===== config.mk =====
export PLATFORM = sky130hd
export DESIGN_NAME = lin_bufstat
export DESIGN_NICKNAME = d
export VERILOG_FILES = /design/src/rtl/lin_bufstat_pkg.sv /design/src/rtl/lin_txbuf.sv /design/src/rtl/lin_rxbuf.sv /design/src/rtl/lin_bitcmp.sv /design/src/rtl/lin_flagbank.sv /design/src/rtl/lin_bufstat.sv
export SDC_FILE = /design/constraint.sdc
export NUM_CORES = 1
export LEC_CHECK = 0
export BUFFER_PORTS_ARGS = -buffer_cell sky130_fd_sc_hd__buf_2
export CAP_MARGIN = 0
export CORE_MARGIN = 5
export CORE_UTILIZATION = 41
export CTS_CLUSTER_SIZE = 12
export DETAILED_ROUTE_END_ITERATION = 6
export PLACE_DENSITY = 0.77
export SETUP_SLACK_MARGIN = 0.02
export SLEW_MARGIN = 30
export SYNTH_ARGS = -nofsm -noshare
export SYNTH_HDL_FRONTEND = slang
export SYNTH_HIERARCHICAL = 1
export SYNTH_SLANG_ARGS = --single-unit

===== constraint.sdc =====
create_clock -name clk -period 1.25 [get_ports clk]
set_input_delay 0 -clock clk [delete_from_list [all_inputs] [get_ports clk]]
set_output_delay 0 -clock clk [all_outputs]
set_load 0.05 [all_outputs]

===== src/rtl/lin_bufstat_pkg.sv =====
package lin_bufstat_pkg;

    localparam int DATA_W   = 8;
    localparam int BUS_W    = 32;
    localparam int N_STICKY = 6;

    // Sticky event indices inside the flag bank
    localparam int EV_SYNC  = 0;
    localparam int EV_CONF  = 1;
    localparam int EV_OVF   = 2;
    localparam int EV_COLL  = 3;
    localparam int EV_DOFF  = 4;
    localparam int EV_IDLE  = 5;

    // Status layout, msb first; bit positions are visible to software
    typedef struct packed {
        logic inactive;  // 7
        logic drv_off;   // 6
        logic wr_coll;   // 5
        logic rx_ovf;    // 4
        logic conflict;  // 3
        logic tx_empty;  // 2
        logic rx_full;   // 1
        logic sync_seen; // 0
    } status_t;

    localparam int STAT_W = $bits(status_t);

    typedef enum logic [1:0] {
        CMP_MATCH    = 2'd0,
        CMP_CONFLICT = 2'd1,
        CMP_DRVOFF   = 2'd2
    } cmp_e;

    function automatic cmp_e bit_compare(input logic sent, input logic seen);
        if (sent == seen)
            return CMP_MATCH;
        else if (sent)
            return CMP_CONFLICT;
        else
            return CMP_DRVOFF;
    endfunction

endpackage


===== src/rtl/lin_txbuf.sv =====
module lin_txbuf #(
    parameter int W = 8
) (
    input  logic         clk,
    input  logic         rst,
    input  logic         wr,
    input  logic [W-1:0] wr_data,
    input  logic         take,
    output logic [W-1:0] data,
    output logic         empty,
    output logic         coll_ev
);
    logic accept;

    assign accept  = wr && (empty || take);
    assign coll_ev = wr && !accept;

    always_ff @(posedge clk) begin
        if (rst) begin
            data  <= '0;
            empty <= 1'b1;
        end else if (accept) begin
            data  <= wr_data;
            empty <= 1'b0;
        end else if (take) begin
            empty <= 1'b1;
        end
    end


    tx_reject_chk: assert property (@(posedge clk) disable iff (rst)
        (wr && !empty && !take) |=> ($stable(data) && !empty));


    tx_accept_chk: assert property (@(posedge clk) disable iff (rst)
        (wr && (empty || take)) |=> (data == $past(wr_data) && !empty));

endmodule


===== src/rtl/lin_rxbuf.sv =====
module lin_rxbuf #(
    parameter int W = 8
) (
    input  logic         clk,
    input  logic         rst,
    input  logic         load,
    input  logic [W-1:0] load_data,
    input  logic         rd,
    output logic [W-1:0] data,
    output logic         full,
    output logic         ovf_ev
);
    logic accept;

    assign accept = load && (!full || rd);
    assign ovf_ev = load && !accept;

    always_ff @(posedge clk) begin
        if (rst) begin
            data <= '0;
            full <= 1'b0;
        end else if (accept) begin
            data <= load_data;
            full <= 1'b1;
        end else if (rd) begin
            full <= 1'b0;
        end
    end


    rx_keep_chk: assert property (@(posedge clk) disable iff (rst)
        (load && full && !rd) |=> ($stable(data) && full));


    rx_store_chk: assert property (@(posedge clk) disable iff (rst)
        (load && !full) |=> (data == $past(load_data) && full));

endmodule


===== src/rtl/lin_bitcmp.sv =====
module lin_bitcmp
    import lin_bufstat_pkg::*;
(
    input  logic active,
    input  logic strobe,
    input  logic sent,
    input  logic seen,
    output logic conf_ev,
    output logic doff_ev
);
    cmp_e verdict;

    always_comb begin
        verdict = bit_compare(sent, seen);
        conf_ev = 1'b0;
        doff_ev = 1'b0;
        if (active && strobe) begin
            conf_ev = (verdict == CMP_CONFLICT);
            doff_ev = (verdict == CMP_DRVOFF);
        end
    end


    always_comb begin
        cmp_excl_chk: assert (!(conf_ev && doff_ev));
    end

endmodule


===== src/rtl/lin_flagbank.sv =====
module lin_flagbank #(
    parameter int N = 6
) (
    input  logic         clk,
    input  logic         rst,
    input  logic [N-1:0] set_ev,
    input  logic         clr_rd,
    output logic [N-1:0] flags
);
    for (genvar i = 0; i < N; i++) begin : g_flag
        always_ff @(posedge clk) begin
            if (rst)
                flags[i] <= 1'b0;
            else if (set_ev[i])
                flags[i] <= 1'b1;
            else if (clr_rd)
                flags[i] <= 1'b0;
        end


        set_wins_chk: assert property (@(posedge clk) disable iff (rst)
            set_ev[i] |=> flags[i]);


        rd_clear_chk: assert property (@(posedge clk) disable iff (rst)
            (clr_rd && !set_ev[i]) |=> !flags[i]);
    end

endmodule


===== src/rtl/lin_bufstat.sv =====
module lin_bufstat
    import lin_bufstat_pkg::*;
(
    input  logic              clk,
    input  logic              rst,
    input  logic              data_wr,
    input  logic [DATA_W-1:0] wr_data,
    input  logic              data_rd,
    output logic [DATA_W-1:0] rd_data,
    input  logic              stat_rd,
    output logic [BUS_W-1:0]  status,
    input  logic              tx_take,
    output logic [DATA_W-1:0] tx_byte,
    output logic              tx_avail,
    input  logic              rx_load,
    input  logic [DATA_W-1:0] rx_byte,
    input  logic              brk_det,
    input  logic              tx_active,
    input  logic              bit_sample,
    input  logic              bit_sent,
    input  logic              bit_seen,
    input  logic              idle_expire
);
    localparam int PAD_W = BUS_W - STAT_W;

    logic                tx_empty, rx_full;
    logic                coll_ev, ovf_ev, conf_ev, doff_ev;
    logic [N_STICKY-1:0] set_ev, sticky;
    status_t             st;

    lin_txbuf #(.W(DATA_W)) i_tx (
        .clk(clk), .rst(rst), .wr(data_wr), .wr_data(wr_data), .take(tx_take),
        .data(tx_byte), .empty(tx_empty), .coll_ev(coll_ev)
    );

    lin_rxbuf #(.W(DATA_W)) i_rx (
        .clk(clk), .rst(rst), .load(rx_load), .load_data(rx_byte), .rd(data_rd),
        .data(rd_data), .full(rx_full), .ovf_ev(ovf_ev)
    );

    lin_bitcmp i_cmp (
        .active(tx_active), .strobe(bit_sample), .sent(bit_sent), .seen(bit_seen),
        .conf_ev(conf_ev), .doff_ev(doff_ev)
    );

    always_comb begin
        set_ev          = '0;
        set_ev[EV_SYNC] = brk_det;
        set_ev[EV_CONF] = conf_ev;
        set_ev[EV_OVF]  = ovf_ev;
        set_ev[EV_COLL] = coll_ev;
        set_ev[EV_DOFF] = doff_ev;
        set_ev[EV_IDLE] = idle_expire;
    end

    lin_flagbank #(.N(N_STICKY)) i_flags (
        .clk(clk), .rst(rst), .set_ev(set_ev), .clr_rd(stat_rd), .flags(sticky)
    );

    always_comb begin
        st.sync_seen = sticky[EV_SYNC];
        st.rx_full   = rx_full;
        st.tx_empty  = tx_empty;
        st.conflict  = sticky[EV_CONF];
        st.rx_ovf    = sticky[EV_OVF];
        st.wr_coll   = sticky[EV_COLL];
        st.drv_off   = sticky[EV_DOFF];
        st.inactive  = sticky[EV_IDLE];
    end

    assign status   = {{PAD_W{1'b0}}, st};
    assign tx_avail = !tx_empty;


    reset_val_chk: assert property (@(posedge clk)
        rst |=> (status[STAT_W-1:0] == 8'h04 && !tx_avail));


    no_conf_idle_chk: assert property (@(posedge clk) disable iff (rst)
        (!tx_active && !status[3]) |=> !status[3]);


    no_doff_idle_chk: assert property (@(posedge clk) disable iff (rst)
        (!tx_active && !status[6]) |=> !status[6]);

endmodule


==> results of run 1 <==
==> layer usage <==
metal,up-vias,global-route usage,wire (µm)
met1,425,0.130,1010
met2,43,0.228,1330
met5,-,0,0
met3,2,0.0325,246
li1,517,-,-
met4,0,0.0389,13
==> layout make-up <==
class                   instances  area share
clock buffers                   4      0.0214
repair buffers                 78       0.299
well taps                      33      0.0243
inverters                       7      0.0155
flip-flops and latches         24       0.284
multi-input cells              95       0.355
==> critical path: stages, from the launching register on <==
cell	delay [ns]
dfxtp_2	0.36
nor2_2	0.11
o21bai_1	0.06
dlygate4sd3_1	0.54
==> logic make-up after synthesis <==
| family | Yosys count | share of synthesized area |
|---|---|---|
| compound gates | 8 | 0.0361 |
| buf+inv | 37 | 0.203 |
| flops | 24 | 0.385 |
| mux | 16 | 0.128 |
| other cells | 1 | 0.00301 |
| simple gates | 47 | 0.245 |
==> flip-flops by register name, summed over array words and instances, names as in the netlist <==
| signal | count |
|---|---|
| i_flags/flags | 6 |
| i_rx/full | 1 |
| i_tx/empty | 1 |
| i_rx/data | 8 |
| i_tx/data | 8 |
==> through the flow <==
| step | setup WS, ns | hold WS [ns] | utilization | instances | area (µm²) |
|---|---|---|---|---|---|
| global placement | 0.319 | 0.220 | 0.480 | 214 | 1430 |
| CTS | 0.0574 | 0.00181 | 0.566 | 240 | 1690 |
| global route | 0.0225 | 0.00202 | 0.570 | 241 | 1700 |
| floorplan | 0.350 | 0.0691 | - | 156 | 1330 |
| detailed placement | 0.277 | 0.222 | 0.480 | 214 | 1430 |
| finish | 0.0797 | 0.0166 | 0.570 | 241 | 1700 |
==> cell usage after synthesis <==
master / n
o21a_1: 1
nor2b_2: 1
inv_1: 7
and4b_1: 2
nor2b_4: 1
buf_6: 2
o21bai_1: 1
clkbuf_2: 1
nand2b_1: 38
and2_2: 1
buf_4: 26
a21oi_1: 6
nor2_1: 3
dfxtp_1: 24
mux2i_1: 16
clkbuf_1: 1
and2_1: 1
conb_1: 1
==> timing repair <==
item	4_1_cts	5_1_grt
endpoints found under the hold margin	20	0
hold buffers	22	0
endpoints found under the setup margin	0	1
resized for setup	0	2
setup buffers	0	1
==> report_power, final <==
group / switching (mW) / internal [mW] / total [mW]
combinational: 0.427 / 0.181 / 0.608
clock: 0.226 / 0.178 / 0.403
sequential: 0.0237 / 0.811 / 0.835
total: 0.676 / 1.17 / 1.85
==> path summary, 6_finish.rpt <==
path,startpoint,end,slack [ns]
worst max-delay path,i_tx/empty,i_tx/empty,0.08
worst min register to register,i_flags/flags[3],i_flags/flags[3],0.48
worst max register to register,i_tx/empty,i_tx/empty,0.08
worst min-delay path,stat_rd,i_flags/flags[4],0.02
==> key figures, run 1 <==
Worst hold path
  – Hold path depth: 3
  – HP Class: input port to register

Synth
  – Mapped Avg Cell Area: about 9.4 µm²
  – Instance count of the mapped netlist: 133
  – Synthesis-stage register bit count: 24
  – Syn. warnings: 6
  – Mapped Area: 0.00125 mm²
  – Cell taking the most area after synthesis: dfxtp_1
  – Unique masters post-synth: 18
  – Post-synth top area share: 0.385
  – Sequential element share of the synthesized area: 0.385
  – Top cells by area, synth: dfxtp_1 39%, nand2b_1 19%, buf_4 16%

Pwr
  – PwrDens: roughly 1100 mW/mm²
  – Final total power: about 1.8 mW
  – Worst vdd ir: 576 µV
  – Pleak: 0.860 nW

Drt
  – Drt total wl: roughly 2.6 mm
  – Detailed Routing Iterations Pass 1: 3
  – Detailed-route vias per instance: roughly 4
  – Final ANT Viol Nets: 0
  – DR DRC count: 0
  – Via Count: 987
  – Routed wire per std cell: between 10 and 15 µm
  – Drt initial violations: 14

Clocking
  – Cts bufs inserted: 3
  – TritonCTS clock tree: yes
  – CTS clk-pin slew, worst paths: 0.13 ns
  – CTS sink cnt: 24
  – Max clock buf depth: 2
  – H-Tree Depth: 1
  – CTS Root Cell: clkbuf_4
  – Clk_lat worst skew: about 0.30 ns

Floorplan
  – Die height: between 60 and 70 µm
  – Die ar.: roughly 0.0042 mm²
  – # rows: 20
  – Initial cell density of the core: 0.419
  – Core region area: about 0.0030 mm²
  – Width of the die: 65.2 µm
  – Ports: around 80

STA
  – Setup Total Neg Slack: 0 ns
  – RSZ-0062 raised after global routing: no
  – F_max: ~850 MHz
  – Clock skew: just under 0.002 ns
  – Final max-slew violation count: 0
  – Min Tclk post-route: between 1 and 1.5 ns
  – Final period util: 0.936
  – Worst slew margin: 0.659
  – Fin. Hold Viols: 0
  – Least-Margin Pin Slew: about 0.51 ns
  – Final setup fails: 0

GRT
  – Global-route wire length before repair: ~4.0 mm
  – GRT Total Usage: 0.121
  – Vias in the first global route: 902
  – Total grt overflow: 0
  – Initial antenna violation count: 0
  – Pin count of the biggest net entering global routing: a little over 40

Layout
  – Most common cell after layout, fill and taps aside: buf_2
  – FILL cells: between 200 and 300
  – Syn-to-layout area delta: 36.0%
  – Multi-input logic area: a little over 600 µm²
  – ANT cells: 0
  – Fraction of layout cells with a size suffix above 1: 0.313
  – Reg area: 482 µm²
  – Commonest cells after routing, fill and taps aside: 53 x buf_2, 38 x nand2b_1, 24 x conb_1
  – Layout net count: between 200 and 250

Place
  – Buffers on Ports: 53
  – HPWL Detailed: about 1.7 mm
  – GPL Wtd Cong: ~0.65

Run status
  – Status: finished clean

Job
  – Max cap viols: 0

Setup path
  – Crit path DAT: roughly 1.4 ns
  – Crit start category: register
  – Setup CP Type: register to register
  – Peak fanout along the critical path: 4
  – CP required: between 1 and 1.5 ns
  – Reg2Reg Depth: 3
  – Crit path capture type: register
(Power assumes the default switching activity.)
==> inputs of run 2 (changes only) <==
- clock period: 1.25 -> 1.15 ns (I/O delays scaled with it)
==> run 2 against run 1 <==
Net effect:
- register-to-register slack improved by 0.09 ns
- die area did not move
- combinational power is 10% higher
- flip-flop and latch count unchanged
- worst setup slack improved by 0.088 ns
- critical path depth rose by 1
- sequential power is 8.5% higher
- highest routed layer unchanged
==> key figures, run 2 (synthesis gave the netlist of run 1 again) <==
GRT
  – Initial antenna violation count: 0
  – Pin count of the biggest net entering global routing: 40
  – Total grt overflow: 0
  – Vias in the first global route: between 800 and 900
  – Global-route wire length before repair: 3.88 mm
  – GRT Total Usage: 0.119

Drt
  – Drt initial violations: 5
  – Detailed-route vias per instance: between 4 and 5
  – Final ANT Viol Nets: 0
  – Detailed Routing Iterations Pass 1: 4
  – Via Count: 992
  – DR DRC count: 0
  – Drt total wl: roughly 2.6 mm
  – Routed wire per std cell: between 10 and 15 µm

Layout
  – Multi-input logic area: about 600 µm²
  – Layout net count: ~240
  – Final core occ: 0.571
  – Fraction of layout cells with a size suffix above 1: 0.298
  – ANT cells: 0
  – Syn-to-layout area delta: 36.4%
  – Largest regs: i_rx/data (8), i_tx/data (8), i_flags/flags (6)
  – Most common cell after layout, fill and taps aside: buf_2
  – Reg area: around 480 µm²
  – Commonest cells after routing, fill and taps aside: 53 x buf_2, 38 x nand2b_1, 24 x conb_1, 24 x dfxtp_1, 23 x dlygate4sd3_1
  – FILL cells: between 200 and 300

Pwr
  – Worst vdd ir: between 600 and 700 µV
  – Pleak: around 0.86 nW
  – PwrDens: roughly 1100 mW/mm²

Floorplan
  – Width of the die: 65.2 µm
  – Core region area: between 0.002 and 0.003 mm²
  – # rows: 20
  – Die ar.: around 0.0042 mm²
  – Initial cell density of the core: 0.419
  – Die height: about 65 µm
  – Ports: a little under 80

STA
  – RSZ-0062 raised after global routing: no
  – F_max: 1020 MHz
  – Fin. Hold Viols: 0
  – Worst hold slack: 0.0769 ns
  – Final setup fails: 0
  – Min Tclk post-route: 0.983 ns
  – Final max-slew violation count: 0
  – Clock skew: around 0.0025 ns
  – Final period util: 0.854
  – Setup Total Neg Slack: 0 ns

Place
  – HPWL Detailed: about 1.7 mm
  – Buffers on Ports: between 50 and 60
  – GPL Wtd Cong: approximately 0.63

Setup path
  – Worst r2r dst: i_rx/data[0]
  – Crit-path slowest cell: dfxtp_1
  – CP max stage delay: approximately 0.33 ns
  – Crit start category: register
  – Worst Setup SP: i_rx/full
  – Crit path capture type: register
  – CP required: roughly 1.4 ns
  – Crit path DAT: 1.22 ns
  – Reg2Reg Depth: 4
  – Peak fanout along the critical path: 8
  – Reg2reg setup slack: 0.17 ns
  – Critical Path, Cell by Cell: nor2b_4, nor2b_2, buf_12, mux2i_1
  – Reg-to-reg critical path startpoint: i_rx/full
  – Setup CP Type: register to register

Worst hold path
  – Hold path depth: 4
  – HP Class: input port to register
  – Hold Startpoint: bit_seen
  – End of the worst hold path: i_flags/flags[1]

Run status
  – Status: finished clean

Clocking
  – Max clock buf depth: 2
  – Clk_lat worst skew: 0.30 ns
  – Cts bufs inserted: 3
  – Gates resized, CTS repair: 0
  – CTS clk-pin slew, worst paths: between 0.1 and 0.15 ns
  – TritonCTS clock tree: yes
  – CTS Root Cell: clkbuf_4
  – H-Tree Depth: 1
  – CTS sink cnt: 24

Job
  – Max cap viols: 0
## run 2: cell types whose count changed in the layout (fill, tap and decap cells not counted), sizes merged
cell / change
clkbuf: -1
dlygate4sd3: +1
## run 2: power breakdown
group / switching [mW] / internal (mW) / total, mW
clock network: 0.227 / 0.122 / 0.349
logic: 0.465 / 0.203 / 0.669
registers: 0.0247 / 0.881 / 0.906
## run 2: repair_timing
action                    4_1_cts  5_1_grt
hold buffers                   23        0
hold endpoints to repair       24        0
setup buffers                   0        0
## run 2: metrics by stage
| step | std cells | power [mW] | setup slack, ns | cell area (µm²) |
|---|---|---|---|---|
| after detailed placement | 215 | 1.53 | 0.175 | 1450 |
| after floorplan | 156 | 1.47 | 0.250 | 1330 |
| after CTS | 241 | 1.96 | 0.150 | 1700 |
| after global routing | 241 | 2.04 | 0.0927 | 1700 |
| after global placement | 215 | 1.53 | 0.216 | 1450 |
| final | 241 | 1.92 | 0.167 | 1700 |
## run 2: area by class of cell
cell class,instances,share of cell area
inverters,7,0.0154
multi-input cells,95,0.353
repair buffers,79,0.312
well taps,33,0.0243
flip-flops and latches,24,0.282
clock buffers,3,0.0132
## run 2: worst max-delay path by stage
stage	end	slack [ns]	depth (start not counted)
floorplan	i_flags/flags[0]	0.25	2
detailed placement	i_rx/data[0]	0.17	4
global route	i_tx/data[6]	0.09	3
global placement	i_rx/data[7]	0.22	4
CTS	i_rx/data[0]	0.15	4
finish	i_rx/data[0]	0.17	4
## run 2: worst max-delay path, delay by kind of cell, from the launching register on
kind                   cells  cell delay [ns]
buffers and inverters      1             0.14
muxes                      1             0.18
and+or+nand+nor            2             0.27
DFF                        1             0.33
## run 2: routing by layer
metal  wire (µm)  up-vias  GRT usage
met5           0        -          0
met1         967      428      0.135
met3         242        2     0.0359
met4           6        0     0.0389
met2        1370       43      0.211
li1            -      519          -
